--- config.mk ---
export PLATFORM = sky130hd
export DESIGN_NAME = lsm_uop_seq
export DESIGN_NICKNAME = d
export VERILOG_FILES = /design/src/rtl/lsm_pkg.sv /design/src/rtl/lsm_popcnt.sv /design/src/rtl/lsm_low_pick.sv /design/src/rtl/lsm_reg_map.sv /design/src/rtl/lsm_uop_seq.sv
export SDC_FILE = /design/constraint.sdc
export NUM_CORES = 1
export LEC_CHECK = 0
export ABC_AREA = 1
export BUFFER_PORTS_ARGS = -buffer_cell sky130_fd_sc_hd__buf_2
export CELL_PAD_IN_SITES_DETAIL_PLACEMENT = 1
export CELL_PAD_IN_SITES_GLOBAL_PLACEMENT = 2
export CORE_MARGIN = 10
export CORE_UTILIZATION = 29
export DETAILED_ROUTE_END_ITERATION = 10
export MAX_ROUTING_LAYER = met4
export PLACE_DENSITY_LB_ADDON = 0.05
export SYNTH_ARGS = -nofsm -noshare
export SYNTH_HDL_FRONTEND = slang
export SYNTH_SLANG_ARGS = --single-unit
--- constraint.sdc ---
create_clock -name clk_i -period 1.7 [get_ports clk_i]
set_input_delay 0.085 -clock clk_i [delete_from_list [all_inputs] [get_ports clk_i]]
set_output_delay 0.085 -clock clk_i [all_outputs]
set_load 0.02 [all_outputs]
--- src/rtl/lsm_pkg.sv ---
package lsm_pkg;
  typedef enum logic [2:0] {
    UOP_ADDI     = 3'd0,
    UOP_SUBI     = 3'd1,
    UOP_LOAD     = 3'd2,
    UOP_STORE    = 3'd3,
    UOP_LOAD_RET = 3'd4
  } uop_op_e;

  typedef enum logic [1:0] {
    PH_IDLE = 2'd0,
    PH_COPY = 2'd1,
    PH_XFER = 2'd2,
    PH_WB   = 2'd3
  } seq_ph_e;
endpackage

--- src/rtl/lsm_popcnt.sv ---
module lsm_popcnt #(
  parameter int W  = 16,
  parameter int CW = $clog2(W + 1)
) (
  input  logic [W-1:0]  vec_i,
  output logic [CW-1:0] cnt_o
);
  always_comb begin
    cnt_o = '0;
    for (int i = 0; i < W; i++) cnt_o = cnt_o + CW'(vec_i[i]);
  end
endmodule

--- src/rtl/lsm_low_pick.sv ---
module lsm_low_pick #(
  parameter int W  = 16,
  parameter int IW = $clog2(W)
) (
  input  logic [W-1:0]  vec_i,
  output logic [IW-1:0] idx_o,
  output logic [W-1:0]  rest_o,
  output logic          single_o
);
  logic [W-1:0] below;  // below[i]: some bit under i is set

  assign below[0] = 1'b0;
  for (genvar g = 1; g < W; g++) begin : g_chain
    assign below[g] = below[g-1] | vec_i[g-1];
  end

  always_comb begin
    idx_o = '0;
    for (int i = 0; i < W; i++)
      if (vec_i[i] && !below[i]) idx_o = IW'(i);
  end

  assign rest_o   = vec_i & (vec_i - W'(1));
  assign single_o = (vec_i != '0) && (rest_o == '0);
endmodule

--- src/rtl/lsm_reg_map.sv ---
module lsm_reg_map #(
  parameter int REG_W = 4,
  parameter int IDX_W = REG_W + 2
) (
  input  logic [REG_W-1:0] reg_i,
  input  logic             user_i,
  output logic [IDX_W-1:0] idx_o
);
  assign idx_o = {1'b0, user_i, reg_i};
endmodule

--- src/rtl/lsm_uop_seq.sv ---
module lsm_uop_seq
  import lsm_pkg::*;
#(
  parameter int NREG       = 16,
  parameter int IMM_W      = 8,
  parameter int WORD_BYTES = 4,
  parameter int REG_W      = $clog2(NREG),
  parameter int IDX_W      = REG_W + 2
) (
  input  logic             clk_i,
  input  logic             rst_ni,
  input  logic             in_valid_i,
  output logic             in_ready_o,
  input  logic [REG_W-1:0] base_i,
  input  logic [NREG-1:0]  mask_i,
  input  logic             up_i,
  input  logic             pre_i,
  input  logic             load_i,
  input  logic             wb_i,
  input  logic             user_i,
  input  logic             ret_i,
  output logic             out_valid_o,
  input  logic             out_ready_i,
  output logic [2:0]       op_o,
  output logic [IDX_W-1:0] ra_o,
  output logic [IDX_W-1:0] rb_o,
  output logic [IMM_W-1:0] imm_o,
  output logic             up_o,
  output logic             last_o
);
  localparam int PC_W  = $clog2(NREG + 1);
  localparam int CNT_W = $clog2(NREG + 3);
  localparam logic [IDX_W-1:0] SCRATCH_IDX = IDX_W'(1) << (IDX_W - 1);
  localparam logic [IMM_W-1:0] STEP        = IMM_W'(WORD_BYTES);

  seq_ph_e          ph_q;
  logic [NREG-1:0]  mask_q;
  logic [IMM_W-1:0] off_q, span_q;
  logic [CNT_W-1:0] left_q;
  logic [REG_W-1:0] base_q;
  logic             up_q, load_q, wb_q, user_q, ret_q;

  logic [PC_W-1:0]  in_cnt;
  logic [IMM_W-1:0] in_span, in_start;
  logic [REG_W-1:0] cur_reg;
  logic [NREG-1:0]  mask_rest;
  logic             mask_single;
  logic [IDX_W-1:0] cur_idx;
  logic             accept, fire;

  lsm_popcnt #(.W(NREG), .CW(PC_W)) u_popcnt (
    .vec_i (mask_i),
    .cnt_o (in_cnt)
  );

  lsm_low_pick #(.W(NREG), .IW(REG_W)) u_pick (
    .vec_i    (mask_q),
    .idx_o    (cur_reg),
    .rest_o   (mask_rest),
    .single_o (mask_single)
  );

  lsm_reg_map #(.REG_W(REG_W), .IDX_W(IDX_W)) u_map (
    .reg_i  (cur_reg),
    .user_i (user_q),
    .idx_o  (cur_idx)
  );

  assign in_span = IMM_W'(in_cnt) * STEP;

  always_comb begin
    in_start = up_i ? '0 : (in_span - STEP);
    if (pre_i) in_start = in_start + STEP;
  end

  assign in_ready_o  = (ph_q == PH_IDLE);
  assign out_valid_o = (ph_q != PH_IDLE);
  assign accept      = in_valid_i & in_ready_o;
  assign fire        = out_valid_o & out_ready_i;

  always_ff @(posedge clk_i or negedge rst_ni) begin
    if (!rst_ni) begin
      ph_q   <= PH_IDLE;
      mask_q <= '0;
      off_q  <= '0;
      span_q <= '0;
      left_q <= '0;
      base_q <= '0;
      up_q   <= 1'b0;
      load_q <= 1'b0;
      wb_q   <= 1'b0;
      user_q <= 1'b0;
      ret_q  <= 1'b0;
    end else if (accept) begin
      ph_q   <= PH_COPY;
      mask_q <= mask_i;
      off_q  <= in_start;
      span_q <= in_span;
      left_q <= CNT_W'(in_cnt) + CNT_W'(1) + CNT_W'(wb_i);
      base_q <= base_i;
      up_q   <= up_i;
      load_q <= load_i;
      wb_q   <= wb_i;
      user_q <= user_i;
      ret_q  <= ret_i;
    end else if (fire) begin
      left_q <= left_q - CNT_W'(1);
      unique case (ph_q)
        PH_COPY: begin
          if (mask_q != '0) ph_q <= PH_XFER;
          else if (wb_q)    ph_q <= PH_WB;
          else              ph_q <= PH_IDLE;
        end
        PH_XFER: begin
          mask_q <= mask_rest;
          off_q  <= up_q ? (off_q + STEP) : (off_q - STEP);
          if (mask_single) ph_q <= wb_q ? PH_WB : PH_IDLE;
        end
        default: ph_q <= PH_IDLE;
      endcase
    end
  end

  always_comb begin
    op_o  = UOP_ADDI;
    ra_o  = SCRATCH_IDX;
    rb_o  = IDX_W'(base_q);
    imm_o = '0;
    up_o  = 1'b1;
    unique case (ph_q)
      PH_XFER: begin
        if (!load_q)                   op_o = UOP_STORE;
        else if (ret_q && mask_single) op_o = UOP_LOAD_RET;
        else                           op_o = UOP_LOAD;
        ra_o  = cur_idx;
        rb_o  = SCRATCH_IDX;
        imm_o = off_q;
        up_o  = up_q;
      end
      PH_WB: begin
        op_o  = up_q ? UOP_ADDI : UOP_SUBI;
        ra_o  = IDX_W'(base_q);
        imm_o = span_q;
        up_o  = up_q;
      end
      default: ;
    endcase
  end

  assign last_o = out_valid_o && (left_q == CNT_W'(1));
endmodule

==> results.md, run 1 <==
- Slew Viols, Final: 0
- Startpoint types: primary input
- Routed length on met3: 439 µm
- Crit-path max FO: 3
- Die Span Y: 128.5 µm
- Overflow after GRT: 0
- Fmax achieved: 0.2475 GHz
- Root buf cell: clkbuf_16
- Area growth syn-to-layout: 59.31%
- Level count of the clock H-tree: 2
- Slowest-stage cell, CP: fa_2
- Sequential fraction of the synthesis area: 0.3152
- Top-count cell post-synth: nand2_1
- Delay of the slowest cell on the worst path: 0.60 ns
- Setup_tns: -34.89 ns
- Crit-path cells: buf_8 > ha_4 > inv_2 > fa_1 > fa_1 > fa_1 > fa_1 > fa_2 > fa_2 > ha_4 > inv_4 > nor2_4 > nand3_1 > nand2_1 > nand2_1 > inv_2 > nand2_2 > nand2_2 > nand3_2 > a21oi_2
- Leak: 2.765 nW
- Top routing layer in use: met4
- Chip width: 128.5 µm
- Post-synth EDFFs: 0
- Core area: 11470 µm²
- Skew final: 0.006518 ns
- First-pass DRT Iterations: 4
- Detail Placement HPWL: 10250 µm
- Routability cong.: 0.7904
- First-pass GRT wire length: 21160 µm
- Worst setup EP type: flop
- Share of layout cells above drive strength 1: 0.4163
- Pre-CTS setup slack: -2.789 ns
- Final Hold Vio Count: 0
- Final core utilization: 0.4742
- Fin crit period: 4.041 ns
- Final setup viols: 25
- Clock Latency Late Sink: 0.29 ns
- Port Buffers: 53
- Initial antenna violation count: 0
- Fillers: 1436
- CTS buffer count: 5
- CTS tree: built
- Worst-margin pin slew: 0.5612 ns
- Status: complete, but fails checks
- Vias per cell: 4.713
- Most Frequent Cell on Critical Path: fa_1
- Initial core utilization: 0.2977
- Post-Syn Area per Cell: 6.994 µm²
- Clock-pin slew on the worst setup and hold paths: 0.06 ns
- Hold WC Path Type: primary input to flop
- Final worst setup slack: -2.341 ns
- Drt first-iter violations: 125
- Most frequent cells after synthesis: nand2_1 (121), inv_1 (82), nor2_1 (49), dfrtp_1 (43), o21ai_0 (38)
- Row count: 39
- DR DRC count: 0
- Post-synth cell types: 38
- Yosys Warn Count: 0
- Slew HR: 0.6258
- Detail Route Antenna Nets: 0
- Global Route Usage Sum: 0.1625
- Mapped Area: 3413 µm²
- Unrepaired setup endpoints after global routing: true
- Diodes inserted: 0
- Failing checks: setup timing
- Die area: 16510 µm²
- Met2 Routed Length: 6503 µm
- Via count: 3742
- WP buf/inv: 4
- Max rail drop VDD: 1.709 mV
- Top delay family on crit path: adder cells
- WL met1: 6127 µm
- Pwr dens: 2038 nW/µm²
- Crit path DAT: 4.26 ns
- Largest net degree at the start of global routing: 32
- Syn Inst Count: 488
- Cell taking the most area after synthesis: dfrtp_1
- Flop and latch count out of synthesis: 43
- Layout Nets: 709
- # IOs: 57
- Most area-consuming cells after synthesis: dfrtp_1 (32%), nand2_1 (13%), inv_1 (9.0%), ha_1 (6.6%), fa_1 (6.5%)
- Fraction of registers with async set/reset: 1.000
- Final period util: 2.377
- Avg WL per Cell: 16.70 µm
- Yosys top cell area share: 0.3152
- Final wirelength: 13260 µm
- Slack of the worst reg-to-reg path: -0.21 ns
- Vias in the first global route: 4053
- CTS sink cnt: 43
- Worst setup path class: primary input to flop
- # Max-Cap Violations: 0
- Max clock buf depth: 2
- CP Data Required Time: 1.92 ns
- Primary FF master, synth: dfrtp_1
==> sequential cells by signal (all words and copies together) (netlist names) <==
signal and cells:
ph_q 2, off_q 6, load_q 1, user_q 1
base_q 4, mask_q 16, up_q 1, ret_q 1
span_q 5, left_q 5, wb_q 1
==> worst min-delay path: cells and delay by family <==
kind / cells / cell delay, ns
and+or+nand+nor: 1 / 0.04
AOI/OAI and AO/OA: 1 / 0.06
buffers and inverters: 1 / 0.08
==> worst paths after layout <==
| kind | start | to | depth (start not counted) |
|---|---|---|---|
| min reg2reg | span_q[4] | span_q[4] | 2 |
| max | mask_i[1] | off_q[7] | 20 |
| max in group asynchronous | rst_ni | left_q[0] | 3 |
| min | base_i[2] | base_q[2] | 3 |
| max reg2reg | mask_q[1] | ph_q[1] | 13 |
| min in group asynchronous | rst_ni | mask_q[10] | 2 |
==> per-stage QoR <==
step	cells	total power [mW]	cell area, µm²	hold WS, ns
after CTS	787	10.31	5146	0.006091
after global routing	794	12.09	5438	0.03244
after global placement	770	8.423	4654	0.1034
after detailed placement	770	8.641	4654	0.1172
final	794	11.08	5438	0.008233
after floorplan	490	5.705	3508	-0.2106
==> logic make-up after synthesis <==
| kind of cell | after synthesis | synth area share |
|---|---|---|
| buffers and inverters | 99 | 0.1129 |
| AOI/OAI and AO/OA | 95 | 0.1576 |
| xor gates and xnor gates | 5 | 0.01283 |
| DFF | 43 | 0.3152 |
| and+or+nand+nor | 216 | 0.2698 |
| adders and majority gates | 29 | 0.1305 |
| other | 1 | 0.001099 |
==> layout by cell type, fill, tap and decap left out, drive strengths merged <==
cell / n
buf: 163
nand2: 123
inv: 83
nor2: 55
dfrtp: 43
o21ai: 38
nand3: 27
a21oi: 24
ha: 18
o22ai: 15
fa: 11
clkbuf: 7
a31oi: 6
or2: 4
nor3: 4
xor2: 4
o211ai: 3
conb: 3
dlygate4sd3: 3
a22oi: 3
clkinv: 3
a22o: 2
nand4: 2
o41ai: 1
nor4: 1
a21boi: 1
xnor2: 1
o2bb2ai: 1
o221ai: 1
clkinvlp: 1
==> repair_timing <==
action,in CTS,in global routing
cloned,0,2
gates resized for setup,81,70
pin swaps,22,25
buffers inserted,9,10
endpoints found under the hold margin,20,0
endpoints found under the setup margin,32,47
hold buffers,3,0
==> layer usage <==
layer | vias up | track usage
met1 | 1793 | 0.2037
li1 | 1883 | -
met5 | - | -
met2 | 52 | 0.2680
met3 | 14 | 0.02834
met4 | 0 | 0.03536
==> cell type report <==
cell class | instances | area [µm²] | area share
multi-input combinational | 348 | 2401 | 0.4416
timing repair buffer | 167 | 1308 | 0.2405
sequential | 43 | 1076 | 0.1979
inverter | 84 | 327.8 | 0.06029
tap | 143 | 178.9 | 0.03290
clock buffer | 6 | 128.9 | 0.02370
clock inverter | 2 | 12.51 | 0.002301
timing repair inverter | 1 | 5.005 | 0.0009204
==> power by group <==
| group | internal (mW) | switching [mW] | leakage (nW) |
|---|---|---|---|
| clock | 0.544 | 0.433 | 0.0669 |
| combinational | 3.71 | 4.50 | 2.17 |
| sequential | 1.53 | 0.360 | 0.524 |
(Power assumes the default switching activity.)
==> run 2, diff against run 1 <==
Settings changed: RECOVER_POWER from default to 50.
==> run 2 against run 1 <==
Net effect:
- the flow still finishes with violations (setup timing)
- sequential power about the same
- worst setup slack unchanged
- maximum frequency unchanged
- cell count unchanged
- routed wire length about the same
- die area unchanged
- worst hold slack unchanged
- clock skew about the same
- highest routed layer unchanged
==> results.md, run 2 (synthesis gave the netlist of run 1 again) <==
- Status: complete, but fails checks
- Failing checks: setup timing
- Hold Path Depth: 3 (unchanged)
- Level count of the clock H-tree: 2 (unchanged)
- Initial antenna violation count: 0 (unchanged)
- Slack of the worst reg-to-reg path: -0.21 ns (about the same)
- Delay of the slowest cell on the worst path: 0.60 ns (about the same)
- Final worst setup slack: -2.341 ns (unchanged)
- Largest net degree at the start of global routing: 32 (unchanged)
- Avg WL per Cell: 16.71 µm (about the same)
- Detail Route Antenna Nets: 0 (unchanged)
- Leak: 2.758 nW (-0.22%)
- First-pass DRT Iterations: 4 (unchanged)
- Worst-margin pin slew: 1.296 ns (+0.7349 ns)
- Final Non-Filler Cells: 794 (unchanged)
- Share of layout cells above drive strength 1: 0.4147 (-0.001536)
- Fin crit period: 4.041 ns (unchanged)
- Final Hold Vio Count: 0 (unchanged)
- Overflow after GRT: 0 (unchanged)
- CTS tree: built
- Highest-count cells in the layout ignoring fill and taps: buf_4 (99), nand2_1 (97), inv_1 (70)
- CTS buffer count: 5 (unchanged)
- Vias per cell: 4.713 (unchanged)
- Initial core utilization: 0.2977 (unchanged)
- Cell count along the critical path: 20 (unchanged)
- WP buf/inv: 4 (unchanged)
- Vias in the first global route: 4053 (unchanged)
- First-pass GRT wire length: 21160 µm (unchanged)
- Row count: 39 (unchanged)
- Max FFs per register: 16 (unchanged)
- CTS sink cnt: 43 (unchanged)
- Die Span Y: 128.5 µm (unchanged)
- Clock-pin slew on the worst setup and hold paths: 0.06 ns (about the same)
- Slew Viols, Final: 0 (unchanged)
- Unrepaired setup endpoints after global routing: true
- Root buf cell: clkbuf_16
- Sw Pwr: 5.295 mW (about the same)
- Internal power: 5.785 mW (about the same)
- Most Frequent Cell on Critical Path: fa_1
- Logic pwr share: 0.741 (about the same)
- Max rail drop VDD: 1.709 mV (unchanged)
- Startpoint types: primary input
- Diodes inserted: 0 (unchanged)
- Core area: 11470 µm² (unchanged)
- DR DRC count: 0 (unchanged)
- Final instance area: 5428 µm² (-0.18%)
- Detail Placement HPWL: 10250 µm (unchanged)
- Slew HR: 0.1359 (-0.4899)
- Fmax achieved: 0.2475 GHz (unchanged)
- Skew final: 0.006551 ns (+0.00003345 ns)
- Cell count of the worst reg-to-reg path: 13 (unchanged)
- Pwr dens: 2041 nW/µm² (+0.16%)
- Die area: 16510 µm² (unchanged)
- CP Data Required Time: 1.92 ns (about the same)
- Via count: 3742 (unchanged)
- Pre-CTS setup slack: -2.789 ns (unchanged)
- Area growth syn-to-layout: 59.02%
- Final period util: 2.377 (unchanged)
- Chip width: 128.5 µm (unchanged)
- Post-place instance area: 4654 µm² (unchanged)
- Crit-path cells: buf_8 > ha_4 > inv_2 > fa_1 > fa_1 > fa_1 > fa_1 > fa_2 > fa_2 > ha_4 > inv_4 > nor2_4 > nand3_1 > nand2_1 > nand2_1 > inv_2 > nand2_2 > nand2_2 > nand3_2 > a21oi_2
- Final wirelength: 13270 µm (about the same)
- Crit-path max FO: 3 (unchanged)
- Max clock buf depth: 2 (unchanged)
- Top delay family on crit path: adder cells
- Clock Latency Late Sink: 0.29 ns (about the same)
- Final setup viols: 25 (unchanged)
- Inst Count DP: 770 (unchanged)
- Biggest regs: mask_q: 16 flops, off_q: 6 flops
- Routability cong.: 0.7904 (unchanged)
- Switching share of power: 0.4779 (about the same)
- Global Route Usage Sum: 0.1625 (unchanged)
- Largest reg by FF count: mask_q
- Sequential share of power: 0.171 (about the same)
- Worst setup path class: primary input to flop
- # IOs: 57 (unchanged)
- Slowest-stage cell, CP: fa_2
- Layout Nets: 709 (unchanged)
- Leading cell type in the layout, fill and taps excluded: buf_4
- Clk pwr share: 0.088 (about the same)
- Setup_tns: -34.90 ns (-0.01070 ns)
- Port Buffers: 53 (unchanged)
- Hold_ws: 0.008233 ns (unchanged)
- Crit path DAT: 4.26 ns (about the same)
- # Max-Cap Violations: 0 (unchanged)
- Drt first-iter violations: 124 (-0.80%)
- Worst setup EP type: flop
- Hold WC Path Type: primary input to flop
-- run 2: per-layer routing --
metal,vias up,routed length (µm),share of wire,global-route usage
li1,1882,-,-,-
met1,1794,6134,0.46,0.2037
met2,52,6501,0.49,0.2680
met3,14,439,0.033,0.02834
met4,0,191,0.014,0.03536
met5,-,0,0,-
-- run 2: worst paths after layout --
path / startpoint / to
worst max-delay path: mask_i[1] / off_q[7]
worst max register to register: mask_q[1] / ph_q[1]
min in group asynchronous: rst_ni / mask_q[10]
worst min-delay path: base_i[2] / base_q[2]
worst min register to register: span_q[4] / span_q[4]
max in group asynchronous: rst_ni / left_q[0]
-- run 2: power groups by stage --
| stage | Combinational [mW] | Clock, mW | Sequential [mW] |
|---|---|---|---|
| finish | 8.21 | 0.977 | 1.89 |
| CTS | 7.41 | 1.01 | 1.88 |
| floorplan | 3.85 | 0 | 1.85 |
| detailed placement | 6.76 | 0 | 1.88 |
| global route | 9.08 | 1.04 | 1.97 |
| global placement | 6.55 | 0 | 1.87 |
-- run 2: per-stage QoR --
| stage | util | power (mW) |
|---|---|---|
| after floorplan | - | 5.705 |
| after global placement | 0.4059 | 8.423 |
| after detailed placement | 0.4059 | 8.641 |
| after CTS | 0.4488 | 10.31 |
| after global routing | 0.4733 | 12.09 |
| final | 0.4733 | 11.08 |
-- run 2: final cells by class --
| cell class | count | area, µm² |
|---|---|---|
| clock buffers | 6 | 128.9 |
| flip-flops and latches | 43 | 1076 |
| inverters | 84 | 327.8 |
| repair inverters | 1 | 5.005 |
| well taps | 143 | 178.9 |
| multi-input cells | 348 | 2401 |
| clock inverters | 2 | 12.51 |
| repair buffers | 167 | 1297 |
| fillers | 1437 | 6040 |
-- run 2: what timing repair did --
item,in CTS,in global routing
setup endpoints to repair,32,47
resized for setup,81,70
endpoints found under the hold margin,20,0
pin swaps,22,25
setup buffers,9,10
gates cloned,0,2
hold buffers,3,0
-- run 2: worst min-delay path: stages --
cell and delay, ns:
buf_2 0.08, nand2_1 0.04, o21ai_0 0.06
==> run 3, diff against run 2 <==
Settings changed: REMOVE_ABC_BUFFERS from default to 1.
==> run 3 against run 2 <==
Net effect:
- largest power group unchanged
- core utilization rose by 1.4 points
- combinational power rose by 0.7%
- sequential cell count did not move
- non-clock buffer count rose by 5
- worst hold slack improved by 0.015 ns
- critical endpoint unchanged
- clock power rose by 36%
- the run still ends with setup timing left
- sequential power rose by 3%
==> results.md, run 3 (synthesis gave the netlist of run 1 again) <==
- Fin crit period: 4.183 ns (+0.1429 ns)
- Overflow after GRT: 0 (unchanged)
- Hold Path Depth: 3 (unchanged)
- Largest net degree at the start of global routing: 44 (+38%)
- Worst setup EP type: flop
- Max FFs per register: 16 (unchanged)
- Global Route Usage Sum: 0.1636 (+0.001069)
- Startpoint types: primary input
- Area growth syn-to-layout: 63.78%
- Leading cell type in the layout, fill and taps excluded: buf_4
- Highest-count cells in the layout ignoring fill and taps: buf_4 (106), nand2_1 (91), inv_1 (69)
- Initial antenna violation count: 0 (unchanged)
- Biggest regs: mask_q: 16 flops, off_q: 6 flops
- Root buf cell: clkbuf_16
- Max clock buf depth: 2 (unchanged)
- Avg WL per Cell: 16.38 µm (-2.0%)
- Layout Nets: 713 (+0.56%)
- DR DRC count: 0 (unchanged)
- Level count of the clock H-tree: 2 (unchanged)
- Die area: 16510 µm² (unchanged)
- Detail Placement HPWL: 10090 µm (-1.6%)
- CTS tree: built
- Clock-pin slew on the worst setup and hold paths: 0.07 ns (about the same)
- Hold WC Path Type: primary input to flop
- Detail Route Antenna Nets: 0 (unchanged)
- CTS sink cnt: 43 (unchanged)
- Chip width: 128.5 µm (unchanged)
- Pre-CTS setup slack: -2.844 ns (-0.05574 ns)
- Drt first-iter violations: 135 (+8.9%)
- Skew final: 0.006743 ns (+0.0001919 ns)
- Vias per cell: 4.719 (+0.14%)
- Status: complete, but fails checks
- Crit path DAT: 4.42 ns (+0.16 ns)
- Leak: 2.808 nW (+1.8%)
- First-pass DRT Iterations: 4 (unchanged)
- Fmax achieved: 0.2390 GHz (-3.4%)
- Routability cong.: 0.8383 (+6.1%)
- Min-delay src: base_i[0]
- Crit-path max FO: 2 (-1)
- Max rail drop VDD: 1.028 mV (-40%)
- Via count: 3766 (+0.64%)
- Failing checks: setup timing
- Unrepaired setup endpoints after global routing: true
- CTS buffer count: 5 (unchanged)
- Row count: 39 (unchanged)
- Inst Count DP: 776 (+0.78%)
- # Max-Cap Violations: 0 (unchanged)
- RR Endpoint: ph_q[0]
- Worst-margin pin slew: 1.230 ns (-0.06610 ns)
- Final Non-Filler Cells: 798 (+0.50%)
- Clock Latency Late Sink: 0.30 ns (about the same)
- Share of layout cells above drive strength 1: 0.4519 (+0.03716)
- Hold EP: base_q[0]
- Final wirelength: 13070 µm (-1.5%)
- Final Hold Vio Count: 0 (unchanged)
- Vias in the first global route: 4115 (+1.5%)
- Final worst setup slack: -2.483 ns (-0.1429 ns)
- Pwr dens: 2065 nW/µm² (+1.2%)
- Port Buffers: 53 (unchanged)
- Reg2reg start: mask_q[1]
- Cell count of the worst reg-to-reg path: 13 (unchanged)
- # IOs: 57 (unchanged)
- Largest reg by FF count: mask_q
- Slack of the worst reg-to-reg path: -0.17 ns (+0.04 ns)
- Worst setup path class: primary input to flop
- First-pass GRT wire length: 21100 µm (-0.29%)
- Final core utilization: 0.4875 (+0.01419)
- Core area: 11470 µm² (unchanged)
- Final setup viols: 28 (+12%)
- Final period util: 2.461 (+0.08408)
- CP Data Required Time: 1.94 ns (+0.02 ns)
- Die Span Y: 128.5 µm (unchanged)
- Diodes inserted: 0 (unchanged)
- Slew Viols, Final: 0 (unchanged)
- Slew HR: 0.1800 (+0.04407)
- Initial core utilization: 0.2977 (unchanged)
[run 3: cell types whose count changed in the layout (fill, tap and decap cells not counted), moves of 5 or more]
cell / previous run / this run
nand3_1: 20 / 15
nor2_1: 34 / 28
buf_4: 99 / 106
nand2_2: 18 / 23
nand2_1: 97 / 91
nor2_4: 8 / 14
o21ai_2: 2 / 8
o21ai_1: 16 / 9
[run 3: power breakdown]
part           leakage, nW  internal (mW)  switching (mW)
Sequential           0.524           1.53           0.416
Combinational         2.19           3.76            4.51
Clock               0.0900          0.844           0.485
[run 3: final cells by class]
| type | instances | area (µm²) |
|---|---|---|
| sequential | 43 | 1076 |
| inverter | 84 | 324.1 |
| clock inverter | 3 | 67.56 |
| timing repair buffer | 172 | 1346 |
| clock buffer | 5 | 125.1 |
| multi-input combinational | 348 | 2472 |
| fill | 1414 | 5877 |
| tap | 143 | 178.9 |
[run 3: how the worst max path moves through the flow]
stage                          from  endpoint  slack, ns  depth (start not counted)
final                     mask_i[1]  off_q[7]      -2.48                         17
after CTS                 mask_i[1]  off_q[7]      -2.41                         17
after global routing      mask_i[1]  off_q[7]      -2.62                         20
after floorplan           mask_i[0]  off_q[7]      -2.54                         16
after global placement    mask_i[0]  off_q[7]      -2.74                         17
after detailed placement  mask_i[0]  off_q[7]      -2.84                         17
[run 3: worst max-delay path, cell delays in order]
cell and delay (ns):
buf_6 0.10, ha_4 0.25, inv_2 0.03, fa_1 0.47
fa_1 0.56, fa_1 0.45, fa_1 0.51, fa_2 0.41
fa_2 0.61, ha_4 0.21, nor3_2 0.14, nand2_2 0.11
nor2_4 0.12, nand2_2 0.08, nand2_2 0.08, nand3_2 0.06
a21oi_2 0.13
[run 3: stage by stage]
stage	hold slack, ns	total power, mW	area (µm²)	TNS [ns]
final	0.02279	11.55	5590	-37.04
after global routing	0.03956	12.58	5590	-41.95
after CTS	0.01701	10.78	5253	-35.14
after detailed placement	0.2400	8.334	4596	-41.50
after global placement	0.2312	8.139	4596	-40.27
after floorplan	-0.2106	5.386	3351	-54.12
[run 3: timing repair]
item | in CTS | in global routing
gates resized for setup | 109 | 93
hold endpoints to repair | 48 | 0
endpoints found under the setup margin | 46 | 49
pin swaps | 34 | 53
setup buffers | 6 | 10
gates cloned | 1 | 0
hold buffers | 6 | 0
[run 3: layer usage]
metal | track usage | part of all wire | vias to the layer above
met1 | 0.1984 | 0.46 | 1831
met5 | - | 0 | -
met4 | 0.03995 | 0.012 | 0
met2 | 0.2716 | 0.50 | 40
li1 | - | - | 1886
met3 | 0.03450 | 0.028 | 9
